File: config.mk
export PLATFORM = sky130hd
export DESIGN_NAME = simt_mask_stack
export DESIGN_NICKNAME = d
export VERILOG_FILES = /design/src/rtl/simt_stack_pkg.sv /design/src/rtl/simt_stack_ctrl.sv /design/src/rtl/simt_stack_data.sv /design/src/rtl/simt_mask_stack.sv
export SDC_FILE = /design/constraint.sdc
export NUM_CORES = 1
export LEC_CHECK = 0
export CORE_MARGIN = 2
export CORE_UTILIZATION = 54
export DETAILED_ROUTE_END_ITERATION = 7
export PLACE_DENSITY = 0.84
export SLEW_MARGIN = 40
export SYNTH_ARGS = -nofsm -noshare
export SYNTH_HDL_FRONTEND = slang
export SYNTH_HIERARCHICAL = 1
export SYNTH_SLANG_ARGS = --single-unit
File: constraint.sdc
create_clock -name clk -period 3.45 [get_ports clk]
set_input_delay 1.035 -clock clk [delete_from_list [all_inputs] [get_ports clk]]
set_output_delay 1.035 -clock clk [all_outputs]
set_load 0.02 [all_outputs]
File: src/rtl/simt_stack_pkg.sv
package simt_stack_pkg;

  typedef enum logic [1:0] {
    KIND_UNI    = 2'd0,
    KIND_RESUME = 2'd1,
    KIND_BRANCH = 2'd2
  } recKind_t;

  typedef struct packed {
    logic pushUni;
    logic pushDiv;
    logic pop;
  } stackCmd_t;

endpackage

File: src/rtl/simt_stack_ctrl.sv
module simt_stack_ctrl
  import simt_stack_pkg::*;
#(
  parameter int THREADS = 4,
  parameter int DEPTH   = 8,
  localparam int CNT_W  = $clog2(DEPTH + 1)
) (
  input  logic               clk,
  input  logic               rstN,
  input  logic               splitStb,
  input  logic               joinStb,
  input  logic [THREADS-1:0] predVec,
  input  logic [THREADS-1:0] curMask,
  input  logic [CNT_W-1:0]   depthCnt,
  output stackCmd_t          cmd,
  output logic               errFlag
);

  logic splitQ, joinQ;
  logic splitFire, joinFire;
  logic [THREADS-1:0] activePred;
  logic isUni, roomOne, roomTwo, splitOk, notEmpty;

  always_ff @(posedge clk) begin
    if (!rstN) begin
      splitQ  <= 1'b0;
      joinQ   <= 1'b0;
      errFlag <= 1'b0;
    end else begin
      splitQ <= splitStb;
      joinQ  <= joinStb;
      if ((splitFire && !splitOk) || (joinFire && !notEmpty))
        errFlag <= 1'b1;
    end
  end

  always_comb begin
    splitFire  = splitStb && !splitQ;
    joinFire   = joinStb && !joinQ && !splitFire;
    activePred = predVec & curMask;
    isUni      = (activePred == '0) || (activePred == curMask);
    roomOne    = (int'(depthCnt) + 1) <= DEPTH;
    roomTwo    = (int'(depthCnt) + 2) <= DEPTH;
    splitOk    = isUni ? roomOne : roomTwo;
    notEmpty   = (depthCnt != '0);
    cmd.pushUni = splitFire && isUni && splitOk;
    cmd.pushDiv = splitFire && !isUni && splitOk;
    cmd.pop     = joinFire && notEmpty;
  end

  p_no_pop_empty_r10: assert property (@(posedge clk) disable iff (!rstN)
    cmd.pop |-> (depthCnt != '0));

  p_err_sticky_r10: assert property (@(posedge clk) disable iff (!rstN)
    errFlag |=> errFlag);

  p_split_wins_r11: assert property (@(posedge clk) disable iff (!rstN)
    (cmd.pushUni || cmd.pushDiv) |-> !cmd.pop);

  p_held_once_r7: assert property (@(posedge clk) disable iff (!rstN)
    (splitStb && $past(splitStb)) |-> !(cmd.pushUni || cmd.pushDiv));

endmodule

File: src/rtl/simt_stack_data.sv
module simt_stack_data
  import simt_stack_pkg::*;
#(
  parameter int THREADS = 4,
  parameter int DEPTH   = 8,
  parameter int PC_W    = 32,
  localparam int CNT_W  = $clog2(DEPTH + 1)
) (
  input  logic               clk,
  input  logic               rstN,
  input  stackCmd_t          cmd,
  input  logic [THREADS-1:0] predVec,
  input  logic [THREADS-1:0] curMask,
  input  logic [PC_W-1:0]    pcIn,
  output logic [CNT_W-1:0]   depthCnt,
  output logic [THREADS-1:0] nextMask,
  output logic               pcRedirValid,
  output logic [PC_W-1:0]    pcRedirAddr
);

  logic [THREADS-1:0] branchMask;
  logic [THREADS-1:0] maskArr [DEPTH];
  logic [PC_W-1:0]    pcArr   [DEPTH];
  recKind_t           kindArr [DEPTH];
  logic [THREADS-1:0] topMask;
  logic [PC_W-1:0]    topPc;
  recKind_t           topKind;
  logic [CNT_W-1:0]   topIdx;

  assign branchMask = predVec & curMask;
  assign topIdx     = depthCnt - CNT_W'(1);

  for (genvar g = 0; g < DEPTH; g++) begin : gSlot
    logic [THREADS-1:0] slotMask;
    logic [PC_W-1:0]    slotPc;
    recKind_t           slotKind;
    logic hitLow, hitHigh;

    assign hitLow  = (CNT_W'(g) == depthCnt);
    assign hitHigh = (CNT_W'(g) == depthCnt + CNT_W'(1));

    always_ff @(posedge clk) begin
      if (!rstN) begin
        slotMask <= '0;
        slotPc   <= '0;
        slotKind <= KIND_UNI;
      end else if (cmd.pushUni && hitLow) begin
        slotMask <= curMask;
        slotPc   <= pcIn;
        slotKind <= KIND_UNI;
      end else if (cmd.pushDiv && hitLow) begin
        slotMask <= curMask;
        slotPc   <= pcIn;
        slotKind <= KIND_RESUME;
      end else if (cmd.pushDiv && hitHigh) begin
        slotMask <= branchMask;
        slotPc   <= pcIn;
        slotKind <= KIND_BRANCH;
      end
    end

    assign maskArr[g] = slotMask;
    assign pcArr[g]   = slotPc;
    assign kindArr[g] = slotKind;
  end

  always_comb begin
    topMask = '0;
    topPc   = '0;
    topKind = KIND_UNI;
    for (int i = 0; i < DEPTH; i++) begin
      if (CNT_W'(i) == topIdx) begin
        topMask = maskArr[i];
        topPc   = pcArr[i];
        topKind = kindArr[i];
      end
    end
  end

  always_ff @(posedge clk) begin
    if (!rstN) begin
      depthCnt     <= '0;
      nextMask     <= THREADS'(1);
      pcRedirValid <= 1'b0;
      pcRedirAddr  <= '0;
    end else begin
      pcRedirValid <= 1'b0;
      if (cmd.pushUni) begin
        depthCnt <= depthCnt + CNT_W'(1);
        nextMask <= curMask;
      end else if (cmd.pushDiv) begin
        depthCnt <= depthCnt + CNT_W'(2);
        nextMask <= curMask & ~branchMask;
      end else if (cmd.pop) begin
        depthCnt <= topIdx;
        nextMask <= topMask;
        if (topKind == KIND_BRANCH) begin
          pcRedirValid <= 1'b1;
          pcRedirAddr  <= topPc;
        end
      end
    end
  end

  p_no_overflow_r9: assert property (@(posedge clk) disable iff (!rstN)
    int'(depthCnt) <= DEPTH);

  p_uni_grows_r2: assert property (@(posedge clk) disable iff (!rstN)
    cmd.pushUni |=> depthCnt == $past(depthCnt) + CNT_W'(1));

  p_div_mask_r3: assert property (@(posedge clk) disable iff (!rstN)
    cmd.pushDiv |=> (nextMask & $past(branchMask)) == '0);

  p_redir_after_pop_r12: assert property (@(posedge clk) disable iff (!rstN)
    pcRedirValid |-> $past(cmd.pop));

  p_redir_pulse_r12: assert property (@(posedge clk) disable iff (!rstN)
    (pcRedirValid && !cmd.pop) |=> !pcRedirValid);

endmodule

File: src/rtl/simt_mask_stack.sv
module simt_mask_stack
  import simt_stack_pkg::*;
#(
  parameter int THREADS = 4,
  parameter int DEPTH   = 8,
  parameter int PC_W    = 32
) (
  input  logic               clk,
  input  logic               rstN,
  input  logic               splitStb,
  input  logic               joinStb,
  input  logic [THREADS-1:0] predVec,
  input  logic [THREADS-1:0] curMask,
  input  logic [PC_W-1:0]    pcIn,
  output logic [THREADS-1:0] nextMask,
  output logic               pcRedirValid,
  output logic [PC_W-1:0]    pcRedirAddr,
  output logic               stackFull,
  output logic               stackEmpty,
  output logic               stackErr
);

  localparam int CNT_W = $clog2(DEPTH + 1);

  stackCmd_t        cmd;
  logic [CNT_W-1:0] depthCnt;

  simt_stack_ctrl #(.THREADS(THREADS), .DEPTH(DEPTH)) uCtrl (
    .clk(clk), .rstN(rstN), .splitStb(splitStb), .joinStb(joinStb),
    .predVec(predVec), .curMask(curMask), .depthCnt(depthCnt),
    .cmd(cmd), .errFlag(stackErr)
  );

  simt_stack_data #(.THREADS(THREADS), .DEPTH(DEPTH), .PC_W(PC_W)) uData (
    .clk(clk), .rstN(rstN), .cmd(cmd), .predVec(predVec), .curMask(curMask),
    .pcIn(pcIn), .depthCnt(depthCnt), .nextMask(nextMask),
    .pcRedirValid(pcRedirValid), .pcRedirAddr(pcRedirAddr)
  );

  assign stackFull  = (int'(depthCnt) == DEPTH);
  assign stackEmpty = (depthCnt == '0);

endmodule

==> run_results.csv <==
group,metric,value,unit
finish,stdcell_count,2531,
clocking,insertion_delay,0.54,ns
grt,grt-ovfl-total,0,
drt,drc,0,
power_and_ir_drop,p_int,8521,uW
power_and_ir_drop,seq_power_share,0.328,
power_and_ir_drop,pwr-share-comb,0.365,
power_and_ir_drop,clkPwrFrac,0.307,
setup_path,r2r_start,"uData/depthCnt[2]",
yosys,yosys.area_share.adder,0.008619,
sta,skew,0.02010,ns
floorplan,ioPinCount,84,
clocking,ctsRootBufferMaster,"clkbuf_16",
sta,hold_viol_final,0,
sta,rsz0062_at_grt,"no",
yosys,syn_inst,2090,
setup_path,worstSetupEndpointType,"register",
floorplan,dieArea,0.03096,mm2
power_and_ir_drop,p_total,13690,uW
sta,tightest_slew,0.8707,ns
yosys,synthMuxAreaShare,0.01943,
placed_design,io_buffers,83,
grt,grt_pass1_vias,15700,
yosys,synthXorXnorAreaFrac,0.003761,
yosys,synthFlopType,"dfxtp_1",
yosys,ys_types,70,
worst_hold_path,hold_depth,2,
drt,drt-pass1-iter-count,7,
yosys,synth-compound-area-share,0.2267,
drt,num_vias,16190,
grt,grt_usage,0.3329,
yosys,yosysSeqAreaShare,0.4363,
clocking,cts_inserted_buffers,37,
worst_hold_path,min_to,"uData/gSlot[3].slotPc[10]",
drt,wl_per_cell,20.95,um
grt,grt_first_pass_wirelength,82.98,mm
job,cap_violations,0,
setup_path,cp_max_fo,30,
grt,grt_antenna_before_repair,1,
yosys,syn_avg_cell_area,7.641,um2
floorplan,die_w,176.0,um
placed_design,gp_congestion,0.9385,
yosys,yosys_warnings,6,
drt,drtIter0Drc,2208,
sta,max_freq,310.4,MHz
yosys,async_flop_share,0,
power_and_ir_drop,power_density,715.3,mW/mm2
power_and_ir_drop,power.switching,5165,uW
clocking,cts_tree,"built",
setup_path,required,3.90,ns
yosys,synthSimpleGateAreaFrac,0.2408,
drt,avgViaCountPerCell,6.396,
setup_path,startpoint_type,"register",
finish,post-route-util,0.6612,
yosys,syn_area,0.01597,mm2
power_and_ir_drop,p_leak,0.007000,uW
yosys,synth_fp_nets,2145,
finish,antenna_cells,0,
yosys,synth_edf_count,0,
floorplan,initial_core_util,0.5519,
floorplan,core,0.02894,mm2
sta,finalCriticalPeriod,3.221,ns
drt,antenna_left,0,
setup_path,reg2reg_setup_slack,0.23,ns
setup_path,regToRegEndpoint,"uData/pcRedirAddr[15]",
run_status,status,"completed",
floorplan,num_rows,62,
finish,area_growth,19.82,%
sta,slew_violations,0,
yosys,synth_top_family_by_area,"simple AND/OR/NAND/NOR gates",
sta,slew_headroom,0.4174,
clocking,cts.path.max_buffers,3,
setup_path,worst-endpoint-arrival,3.67,ns
clocking,clk_pin_slew,0.06,ns
placed_design,numPlacedInstances,2456,
worst_hold_path,worstHoldStart,"uData/gSlot[3].slotPc[10]",
grt,grt_max_degree,103,
finish,nNetsFinal,2173,
drt,wirelength,53.04,mm
yosys,ys_seq_elements,348,
clocking,clock-sinks,348,
finish,final_area,0.01913,mm2
floorplan,die_h,176.0,um
placed_design,place_area,0.01763,mm2
setup_path,path_class,"register to register",
power_and_ir_drop,p_sw_frac,0.3774,
power_and_ir_drop,peakVddDrop,0.5382,mV
finish,drive_gt1_frac,0.1146,
setup_path,crit_start,"uData/depthCnt[2]",
clocking,cts-hold-fix-buffers,0,
worst_hold_path,hold_path_class,"register to register",
sta,holdWs,0.4456,ns
clocking,htreeDepth,2,
placed_design,hpwl,31.54,mm
sta,setup_viol,0,
setup_path,reg2reg_depth,9,
sta,post-route-period-util,0.9337,
==> cell usage after synthesis (all sizes together), types with 31 or more instances <==
| library cell | number | area (um2) |
|---|---|---|
| nand2 | 607 | 2278 |
| o31ai | 33 | 261.5 |
| a221oi | 32 | 280.3 |
| mux2i | 31 | 310.3 |
| a21o | 32 | 240.2 |
| a21oi | 274 | 1371 |
| clkbuf | 126 | 476.7 |
| a211o | 31 | 271.5 |
| a22oi | 32 | 240.2 |
| dfxtp | 348 | 6967 |
| buf | 93 | 496.7 |
| nand3 | 36 | 185.2 |
| o21ai | 56 | 280.3 |
| nor4 | 33 | 219.0 |
| nor2 | 111 | 454.2 |
==> cells by family after synthesis <==
| kind of cell | count (synthesis) |
|---|---|
| AOI/OAI and AO/OA | 568 |
| xor gates and xnor gates | 6 |
| adders and majority gates | 11 |
| buffers and inverters | 234 |
| DFF | 348 |
| muxes | 31 |
| and+or+nand+nor | 892 |
==> layout by cell type (no fill, tap or decap), types with 6 or more instances in the layout <==
cell	netlist	final
clkbuf_1	123	7
clkdlybuf4s50_1	0	74
nand2_1	607	606
or2_1	8	6
mux2i_1	31	31
o2111ai_1	30	30
o21ai_0	54	54
nor2b_1	13	12
dfxtp_1	348	348
clkbuf_8	0	8
buf_4	8	89
clkinv_2	0	8
nand2b_1	30	30
and3_1	9	8
nor2_1	96	93
a31oi_1	7	7
nor2_2	15	11
buf_12	0	31
ha_1	11	8
a211o_1	31	31
clkbuf_16	0	39
o31ai_1	32	32
inv_1	13	13
a21o_1	32	32
a22oi_1	32	32
nand3_1	35	35
a21oi_1	274	274
nor4_1	31	31
a221oi_1	32	32
nor2_4	0	7
nor3_1	10	9
dlymetal6s2s_1	0	6
a311oi_1	11	11
==> worst max-delay path: stages, from the launching register on <==
cell       delay (ns)
dfxtp_1          0.51
inv_1            0.25
ha_1             0.26
a21boi_2         0.36
xnor2_1          0.33
and3_1           0.37
buf_4            0.44
a211o_1          0.21
o2111ai_1        0.18
mux2i_1          0.24
==> how the worst max path moves through the flow <==
stage                           endpoint  slack, ns  cells after the start
4_1_cts             uData/pcRedirAddr[4]      -0.02                     12
2_1_floorplan  uData/gSlot[2].slotPc[11]       0.02                     12
6_report           uData/pcRedirAddr[15]       0.23                      9
5_1_grt            uData/pcRedirAddr[16]       0.08                     13
3_5_place_dp           uData/nextMask[3]      -0.70                     11
3_3_place_gp           uData/nextMask[3]      -0.62                     11
==> state kept, by name, summed over array words and instances (netlist names) <==
signal / flops
uCtrl/splitQ: 1
uCtrl/errFlag: 1
uData/gSlot.slotPc: 256
uData/pcRedirAddr: 32
uData/nextMask: 4
uData/gSlot.slotMask: 32
uCtrl/joinQ: 1
uData/pcRedirValid: 1
uData/depthCnt: 4
uData/gSlot.slotKind: 16
==> through the flow <==
step / setup TNS (ns) / worst slack, ns
floorplan: 0 / 0.02447
global placement: -120.50 / -0.6244
detailed placement: -157.45 / -0.7020
CTS: -0.02244 / -0.01996
global route: 0 / 0.07737
finish: 0 / 0.2288
==> timing repair <==
item                                   4_1_cts  5_1_grt
buffers inserted                             2        2
cloned                                       2        1
setup endpoints to repair                  134      299
gates resized for setup                     14       23
pin swaps                                    4       10
endpoints found under the hold margin        0        0
==> final cells by class <==
type | count | area [um2]
timing repair buffer | 208 | 2227
clock inverter | 15 | 207.7
inverter | 15 | 63.81
sequential | 348 | 6967
tap | 384 | 480.5
clock buffer | 53 | 1087
multi-input combinational | 1508 | 8100
fill | 2195 | 9802
==> power groups by stage <==
| stage | logic (uW) | clock network [uW] | registers (uW) |
|---|---|---|---|
| after floorplan | 2970 | 0 | 4570 |
| after global placement | 4590 | 0 | 4550 |
| after detailed placement | 4680 | 0 | 4560 |
| after CTS | 4780 | 4220 | 4480 |
| after global routing | 5220 | 4400 | 4520 |
| final | 4990 | 4210 | 4490 |
==> per-layer routing <==
metal  routed length [um]  part of all wire  global-route usage  vias to the layer above
li1                     -                 -                   -                     7227
met1                20240              0.38              0.4315                     7539
met2                23830              0.45              0.5285                     1169
met3                 6495              0.12             0.06848                      251
met4                 2461             0.046              0.1677                        2
met5                   13           0.00025                   0                        -
Note: power is estimated with default switching activity, not from simulation.
